==> config.mk <==
export PLATFORM = sky130hd
export DESIGN_NAME = spd_image_gen
export DESIGN_NICKNAME = d
export VERILOG_FILES = /design/src/rtl/spd_pkg.sv /design/src/rtl/spd_geom.sv /design/src/rtl/spd_byte_rom.sv /design/src/rtl/spd_image_ram.sv /design/src/rtl/spd_image_gen.sv
export SDC_FILE = /design/constraint.sdc
export NUM_CORES = 2
export LEC_CHECK = 0
export ABC_AREA = 0
export BUFFER_PORTS_ARGS = -buffer_cell sky130_fd_sc_hd__buf_2
export CAP_MARGIN = 15
export CORE_MARGIN = 10
export CORE_UTILIZATION = 45
export DETAILED_ROUTE_END_ITERATION = 16
export PLACE_DENSITY = 0.57
export SLEW_MARGIN = 0
export SYNTH_ARGS = -nofsm -noshare
export SYNTH_HDL_FRONTEND = slang
export SYNTH_SLANG_ARGS = --single-unit
==> constraint.sdc <==
create_clock -name clk -period 31.2 [get_ports clk]
set_input_delay 3.12 -clock clk [delete_from_list [all_inputs] [get_ports clk]]
set_output_delay 3.12 -clock clk [all_outputs]
set_load 0.01 [all_outputs]
==> src/rtl/spd_pkg.sv <==
package spd_pkg;

  typedef enum logic [1:0] {
    MK_NONE = 2'd0,
    MK_SDR  = 2'd1,
    MK_DDR  = 2'd2,
    MK_DDR2 = 2'd3
  } mem_kind_e;

  function automatic int unsigned kind_lo(mem_kind_e k);
    case (k)
      MK_DDR:  return 5;
      MK_DDR2: return 7;
      default: return 2;
    endcase
  endfunction

  function automatic int unsigned kind_hi(mem_kind_e k);
    case (k)
      MK_DDR:  return 12;
      MK_DDR2: return 14;
      default: return 9;
    endcase
  endfunction

  function automatic logic [7:0] kind_code(mem_kind_e k);
    case (k)
      MK_DDR:  return 8'd7;
      MK_DDR2: return 8'd8;
      default: return 8'd4;
    endcase
  endfunction

  function automatic logic [7:0] pack_density(mem_kind_e k, logic [15:0] d);
    case (k)
      MK_DDR2: return (d[7:0] & 8'hE0) | {3'b000, d[12:8]};
      MK_DDR:  return (d[7:0] & 8'hF8) | {5'b00000, d[10:8]};
      default: return d[7:0];
    endcase
  endfunction

endpackage

==> src/rtl/spd_geom.sv <==
module spd_geom
  import spd_pkg::*;
#(
  parameter int SIZE_W    = 20,
  parameter int MAX_BANKS = 8,
  localparam int LOG_W    = $clog2(SIZE_W) + 1,
  localparam int BANK_W   = $clog2(MAX_BANKS + 1)
) (
  input  logic              clk,
  input  logic              rst,
  input  logic              go,
  input  mem_kind_e         kind_in,
  input  logic [SIZE_W-1:0] size_in,
  output logic              ready,
  output logic              bad_kind,
  output logic              too_small,
  output logic              not_pow2,
  output logic              kind_moved,
  output logic              short_cap,
  output mem_kind_e         kind_out,
  output logic [BANK_W-1:0] banks,
  output logic [LOG_W-1:0]  bank_log2
);

  localparam int CAP_W = SIZE_W + BANK_W;

  logic [LOG_W-1:0]  msb;
  logic [SIZE_W-1:0] pow2_val;
  logic [SIZE_W-1:0] pow2_q;
  logic [CAP_W-1:0]  cap;
  logic              looping;

  always_comb begin
    msb = '0;
    for (int i = 0; i < SIZE_W; i++)
      if (size_in[i]) msb = LOG_W'(i);
  end

  assign pow2_val = SIZE_W'(1) << msb;
  assign cap      = CAP_W'(banks) << bank_log2;

  always_ff @(posedge clk) begin
    if (rst) begin
      looping    <= 1'b0;
      ready      <= 1'b0;
      bad_kind   <= 1'b0;
      too_small  <= 1'b0;
      not_pow2   <= 1'b0;
      kind_moved <= 1'b0;
      short_cap  <= 1'b0;
      kind_out   <= MK_SDR;
      banks      <= '0;
      bank_log2  <= '0;
      pow2_q     <= '0;
    end else begin
      ready <= 1'b0;
      if (!looping && go) begin
        bad_kind   <= (kind_in == MK_NONE);
        too_small  <= (kind_in != MK_NONE) && (size_in < SIZE_W'(4));
        not_pow2   <= 1'b0;
        kind_moved <= 1'b0;
        short_cap  <= 1'b0;
        banks      <= BANK_W'(1);
        bank_log2  <= msb;
        if (kind_in == MK_NONE || size_in < SIZE_W'(4)) begin
          ready <= 1'b1;
        end else begin
          not_pow2 <= (size_in != pow2_val);
          pow2_q   <= pow2_val;
          if (msb < LOG_W'(kind_lo(kind_in))) begin
            kind_moved <= 1'b1;
            kind_out   <= (msb >= LOG_W'(5)) ? MK_DDR : MK_SDR;
          end else begin
            kind_out <= kind_in;
          end
          looping <= 1'b1;
        end
      end else if (looping) begin
        if (bank_log2 > LOG_W'(kind_hi(kind_out)) && banks < BANK_W'(MAX_BANKS)) begin
          bank_log2 <= bank_log2 - LOG_W'(1);
          banks     <= banks + BANK_W'(1);
        end else begin
          looping   <= 1'b0;
          ready     <= 1'b1;
          short_cap <= cap < CAP_W'(pow2_q);
          if (banks == BANK_W'(1) && bank_log2 > LOG_W'(kind_lo(kind_out))) begin
            banks     <= BANK_W'(2);
            bank_log2 <= bank_log2 - LOG_W'(1);
          end
        end
      end
    end
  end

endmodule

==> src/rtl/spd_byte_rom.sv <==
module spd_byte_rom
  import spd_pkg::*;
#(
  parameter int AW     = 8,
  parameter int BANK_W = 4
) (
  input  logic [AW-1:0]     addr,
  input  mem_kind_e         kind,
  input  logic [BANK_W-1:0] banks,
  input  logic [7:0]        density,
  output logic [7:0]        byte_o
);

  logic       is_ddr2;
  logic [7:0] bank_byte;

  assign is_ddr2   = (kind == MK_DDR2);
  assign bank_byte = is_ddr2 ? (8'(banks) - 8'd1) : 8'(banks);

  always_comb begin
    case (32'(addr))
      0:  byte_o = 8'd128;
      1:  byte_o = 8'd8;
      2:  byte_o = kind_code(kind);
      3:  byte_o = 8'd13;
      4:  byte_o = 8'd10;
      5:  byte_o = bank_byte;
      6:  byte_o = 8'd64;
      8:  byte_o = 8'd4;
      9:  byte_o = 8'h25;
      10: byte_o = 8'd1;
      12: byte_o = 8'h82;
      13: byte_o = 8'd8;
      15: byte_o = is_ddr2 ? 8'd0 : 8'd1;
      16: byte_o = 8'd12;
      17: byte_o = 8'd4;
      18: byte_o = 8'd12;
      19: byte_o = is_ddr2 ? 8'd0 : 8'd1;
      20: byte_o = 8'd2;
      23: byte_o = 8'h12;
      27: byte_o = 8'd20;
      28: byte_o = 8'd15;
      29: byte_o = 8'd20;
      30: byte_o = 8'd45;
      31: byte_o = density;
      32: byte_o = 8'd20;
      33: byte_o = 8'd8;
      34: byte_o = 8'd20;
      35: byte_o = 8'd8;
      default: byte_o = 8'd0;
    endcase
  end

endmodule

==> src/rtl/spd_image_ram.sv <==
module spd_image_ram #(
  parameter int AW = 8,
  parameter int DW = 8,
  localparam int DEPTH = 1 << AW
) (
  input  logic          clk,
  input  logic          a_we,
  input  logic [AW-1:0] a_addr,
  input  logic [DW-1:0] a_wdata,
  output logic [DW-1:0] a_rdata,
  input  logic [AW-1:0] b_addr,
  output logic [DW-1:0] b_rdata
);

  logic [DW-1:0] mem [0:DEPTH-1];

  always_ff @(posedge clk) begin
    if (a_we) mem[a_addr] <= a_wdata;
    a_rdata <= mem[a_addr];
  end

  always_ff @(posedge clk) begin
    b_rdata <= mem[b_addr];
  end

endmodule

==> src/rtl/spd_image_gen.sv <==
module spd_image_gen
  import spd_pkg::*;
#(
  parameter int SIZE_W    = 20,
  parameter int MAX_BANKS = 8,
  parameter int AW        = 8,
  parameter int CK_POS    = 63
) (
  input  logic              clk,
  input  logic              rst,
  input  logic              start,
  input  logic [1:0]        mem_type,
  input  logic [SIZE_W-1:0] size_mb,
  input  logic [AW-1:0]     rd_addr,
  output logic [7:0]        rd_data,
  output logic              busy,
  output logic              done,
  output logic              err_type,
  output logic              err_small,
  output logic              warn_round,
  output logic              type_adjusted,
  output logic              cap_truncated
);

  localparam int LOG_W  = $clog2(SIZE_W) + 1;
  localparam int BANK_W = $clog2(MAX_BANKS + 1);
  localparam logic [AW-1:0] CK_ADDR  = AW'(CK_POS);
  localparam logic [AW-1:0] LAST_ADR = {AW{1'b1}};

  typedef enum logic [2:0] {
    S_IDLE, S_PLAN, S_FILL, S_SUM, S_CKWR
  } step_e;

  step_e             st;
  logic              go;
  logic              g_ready, g_bad, g_small, g_round, g_moved, g_short;
  mem_kind_e         g_kind;
  logic [BANK_W-1:0] g_banks;
  logic [LOG_W-1:0]  g_log2;
  logic [15:0]       dens_raw;
  logic [7:0]        dens_byte;
  logic [7:0]        rom_byte;
  logic [AW-1:0]     cnt;
  logic [7:0]        acc;
  logic              pend;
  logic              a_we;
  logic [AW-1:0]     a_addr;
  logic [7:0]        a_wdata, a_rdata;

  assign go = start && (st == S_IDLE);

  spd_geom #(.SIZE_W(SIZE_W), .MAX_BANKS(MAX_BANKS)) geom_i (
    .clk(clk), .rst(rst), .go(go),
    .kind_in(mem_kind_e'(mem_type)), .size_in(size_mb),
    .ready(g_ready), .bad_kind(g_bad), .too_small(g_small),
    .not_pow2(g_round), .kind_moved(g_moved), .short_cap(g_short),
    .kind_out(g_kind), .banks(g_banks), .bank_log2(g_log2)
  );

  assign dens_raw  = 16'd1 << (g_log2 - LOG_W'(2));
  assign dens_byte = pack_density(g_kind, dens_raw);

  spd_byte_rom #(.AW(AW), .BANK_W(BANK_W)) rom_i (
    .addr(cnt), .kind(g_kind), .banks(g_banks),
    .density(dens_byte), .byte_o(rom_byte)
  );

  assign a_we    = (st == S_FILL) || (st == S_CKWR);
  assign a_addr  = (st == S_CKWR) ? CK_ADDR : cnt;
  assign a_wdata = (st == S_CKWR) ? acc : rom_byte;

  spd_image_ram #(.AW(AW), .DW(8)) ram_i (
    .clk(clk), .a_we(a_we), .a_addr(a_addr), .a_wdata(a_wdata),
    .a_rdata(a_rdata), .b_addr(rd_addr), .b_rdata(rd_data)
  );

  always_ff @(posedge clk) begin
    if (rst) begin
      st            <= S_IDLE;
      busy          <= 1'b0;
      done          <= 1'b0;
      err_type      <= 1'b0;
      err_small     <= 1'b0;
      warn_round    <= 1'b0;
      type_adjusted <= 1'b0;
      cap_truncated <= 1'b0;
      cnt           <= '0;
      acc           <= '0;
      pend          <= 1'b0;
    end else begin
      case (st)
        S_IDLE: if (start) begin
          busy          <= 1'b1;
          done          <= 1'b0;
          err_type      <= 1'b0;
          err_small     <= 1'b0;
          warn_round    <= 1'b0;
          type_adjusted <= 1'b0;
          cap_truncated <= 1'b0;
          st            <= S_PLAN;
        end
        S_PLAN: if (g_ready) begin
          err_type      <= g_bad;
          err_small     <= g_small;
          warn_round    <= g_round;
          type_adjusted <= g_moved;
          cap_truncated <= g_short;
          cnt           <= '0;
          if (g_bad || g_small) begin
            busy <= 1'b0;
            done <= 1'b1;
            st   <= S_IDLE;
          end else begin
            st <= S_FILL;
          end
        end
        S_FILL: begin
          cnt <= cnt + AW'(1);
          if (cnt == LAST_ADR) begin
            acc  <= '0;
            pend <= 1'b0;
            st   <= S_SUM;
          end
        end
        S_SUM: begin
          pend <= (cnt < CK_ADDR);
          if (pend) acc <= acc + a_rdata;
          cnt <= cnt + AW'(1);
          if (cnt == CK_ADDR) st <= S_CKWR;
        end
        S_CKWR: begin
          busy <= 1'b0;
          done <= 1'b1;
          st   <= S_IDLE;
        end
        default: st <= S_IDLE;
      endcase
    end
  end

endmodule

==> flow_summary.toml <==
[finish]
drive_gt1_frac = 0.219
area_delta_synth_final_pct = 11.3
nFillCells = 18100
layout.nets = 6447
fin_cells = 9524

[yosys]
synth_compound_area_frac = 0.110
synthFlopType = "edfxtp_1"
syn_area_per_cell_um2 = 15.6
synth_adder_area_share = 0.00558
synth_top_family_by_area = "multiplexers"
ys_types = 82
yosys.area.top_type_share = 0.615
ys_seq_area_frac = 0.631
synth_area_leaders = "edfxtp_1, mux4_2, a22oi_1, a21oi_1, dfxtp_1"
synthCells = 6404
synth-seq-cells = 2130
synth-async-reset-ratio = 0
synth_edf_count = 2048
synthesis.nets = 6481
synth_area_um2 = 100000
yosys.area_share.simple = 0.0523
synth-xor-area-share = 0.00210
muxShareOfSynthArea = 0.173
yosys_warnings = 0
yosysTopAreaCell = "edfxtp_1"

[worst_setup_path]
slowest_delay_ps = 860
cp_data_required_time_ps = 31920
critPathLaunchType = "input port"
crit_chain = "buf_8, buf_4, buf_4, buf_4, buf_4, mux4_2, mux4_2, a22oi_1, nand2_1, a22oi_1, o221ai_1"
worst-path-max-fanout = 58
critPathArrivalTime_ps = 9120
path_class = "in -> reg"
crit_slowest_cell = "a22oi_1"
crit_family = "buffers and inverters"
cp_num_buf_inv = 5
cp-end-kind = "flop"
startpoint = "rd_addr[1]"
r2r_start = "cnt[0]$_SDFFE_PP0P_"
cp_common_cell = "buf_4"

[placement]
hpwl_um = 231000
place_ws_ps = 22060
place_congestion = 0.931
place_inst = 9089
port_buffers = 47

[sta]
final-setup-viol-count = 0
fmax_ghz = 0.119
tightest_slew_ps = 1330
drv_slew = 0
rsz0062_at_grt = "false"
holdWs_ps = 458
setup-tns-final_ps = 0
setup_slack_ps = 22800
post-route-period-util = 0.269
skew_ps = 56.2
hold_viol = 0
fin_crit_ps = 8400
relSlewSlack = 0.104

[clocking]
postCtsSetupRepairBufs = 0
cts-htree-levels = 4
cts_root_buffer = "clkbuf_16"
insertion_delay_ps = 900
holdBufCountCts = 0
numCtsBuffers = 221
cts_sinks = 2130
cts_resized = 0
tritoncts = "done"
clk_path_buf_depth = 3
path_clk_slew_ps = 60

[global_route]
grt_remaining_overflow = 0
antenna_found_initial = 17
track_usage = 0.299
grt_pass1_vias = 65500
grt_max_degree = 220
grt_pass1_wl_um = 518000

[run_status]
status = "completed"

[floorplanning]
die_h_um = 491
start_util = 0.454
die_area_um2 = 241000
std_cell_rows = 172
ioPinCount = 48
core_um2 = 220000
die_width_um = 491

[routing]
avgRoutedWirePerCell_um = 39.2
route.vias.total = 68600
viasPerCell = 7.21
postRouteAntennaNets = 0
drcViolationCount = 0
drtIter0Drc = 12100
drtPass1Iterations = 7
routed_wl_um = 373000

[worst_hold_path]
hp-class = "reg -> reg"
worstHoldStart = "geom_i.pow2_q[16]$_SDFFE_PP0P_"

[power_and_ir_drop]
powerDensity_nw_per_um2 = 64.1
netSwitchingPower_mw = 2.03
clockPowerShare = 0.371
leakage_nw = 32.5
vdd_drop_max_v = 0.0000867
seqPwrFrac = 0.458
p_int_mw = 5.10
p_comb_frac = 0.171
p_sw_frac = 0.285

[job]
cap_viol_max_count = 0
flip-flops by register name, indices dropped and copies added (netlist names), 2 cells and up:
| register | count |
|---|---|
| acc | 8 |
| cnt | 8 |
| geom_i.bank_log2 | 6 |
| geom_i.banks | 4 |
| geom_i.kind_out | 2 |
| geom_i.pow2_q | 20 |
| ram_i.a_rdata | 8 |
| ram_i.b_rdata | 8 |
| ram_i.mem | 2048 |
| st | 3 |
cells by family after synthesis:
| kind of cell | Yosys count |
|---|---|
| DFF | 2130 |
| AOI/OAI and AO/OA | 1609 |
| and+or+nand+nor | 1145 |
| muxes | 855 |
| buffers and inverters | 597 |
| adders and majority gates | 44 |
| xor gates and xnor gates | 24 |
cell type report:
class | count | area (um2) | share of cell area
clock inverter | 137 | 1330 | 0.0120
timing repair buffer | 296 | 2460 | 0.0221
inverter | 44 | 168 | 0.00151
antenna | 7 | 17.5 | 0.000157
sequential | 2130 | 63100 | 0.568
clock buffer | 275 | 5820 | 0.0523
tap | 2958 | 3700 | 0.0333
multi-input combinational | 3677 | 34600 | 0.311
through the flow:
step	instance area (um2)	util	power (mW)
6_report	111000	0.505	7.13
5_1_grt	111000	0.505	7.31
4_1_cts	111000	0.504	7.12
3_5_place_dp	104000	0.471	4.51
3_3_place_gp	104000	0.471	4.49
2_1_floorplan	100000	-	4.10
routing by layer:
| layer | up-vias | wire length (um) | track usage |
|---|---|---|---|
| li1 | 26700 | - | - |
| met1 | 35400 | 136000 | 0.399 |
| met2 | 5517 | 166000 | 0.443 |
| met3 | 1030 | 48800 | 0.0882 |
| met4 | 12 | 22800 | 0.154 |
| met5 | - | 80 | 0 |
final timing paths:
kind                            depth (start not counted)  slack, ps                             end
worst max register to register                         12      24610        ram_i.a_rdata[6]$_DFF_P_
worst max-delay path                                   11      22800        ram_i.b_rdata[1]$_DFF_P_
worst min-delay path                                    2        460  geom_i.pow2_q[16]$_SDFFE_PP0P_
worst min register to register                          2        460  geom_i.pow2_q[16]$_SDFFE_PP0P_
cells in the mapped netlist (all sizes together) (49+ instances only):
master	number
a21oi	441
nand3	77
a221oi	112
a22oi	475
dfxtp	82
nor3	68
o22ai	76
and2	49
mux2	76
nor4	88
nand2	299
mux4	692
nor2	429
mux2i	87
buf	256
a222oi	87
edfxtp	2048
o21ai	165
clkbuf	297
cells in the final DEF, fill, tap and decap left out, types with 14 or more instances in the layout:
cell	Yosys	layout
nand2_1	297	292
nand4_1	16	16
buf_4	7	210
o22ai_1	76	76
dfxtp_1	82	79
o221ai_1	29	29
xnor2_1	14	14
or3_1	21	21
nor3_1	66	65
o211ai_1	38	38
clkbuf_1	296	49
buf_2	190	45
nor2b_1	19	14
a31oi_1	27	27
edfxtp_1	2048	2048
nor2_1	429	419
a21oi_1	441	440
mux2_2	76	76
a222oi_1	87	87
clkinv_2	0	38
mux2i_1	87	87
a221oi_1	112	112
ha_1	43	43
o21ai_0	165	160
nor4_1	85	83
a22oi_1	475	475
inv_1	42	41
buf_6	5	14
o2111ai_1	17	17
mux4_2	692	692
bufinv_16	0	22
and2_0	36	36
clkinv_1	0	53
nand3_1	77	74
clkbuf_16	0	224
buf_12	0	19
nand2b_1	47	47
a22o_1	27	24
a211oi_1	21	21
worst register-to-register path, delay by kind of cell (launching register included):
| kind | cells | cell delay, ps |
|---|---|---|
| buf+inv | 4 | 1570 |
| compound gates | 4 | 1970 |
| flops | 1 | 470 |
| simple gates | 4 | 2270 |
power by group through the flow:
stage          logic, mW  registers [mW]  clock network (mW)
2_1_floorplan      0.728            3.37                   0
3_3_place_gp        1.17            3.32                   0
3_5_place_dp        1.18            3.32                   0
4_1_cts             1.19            3.26                2.67
5_1_grt             1.26            3.27                2.78
6_report            1.22            3.27                2.65
Note: power is estimated with default switching activity, not from simulation.
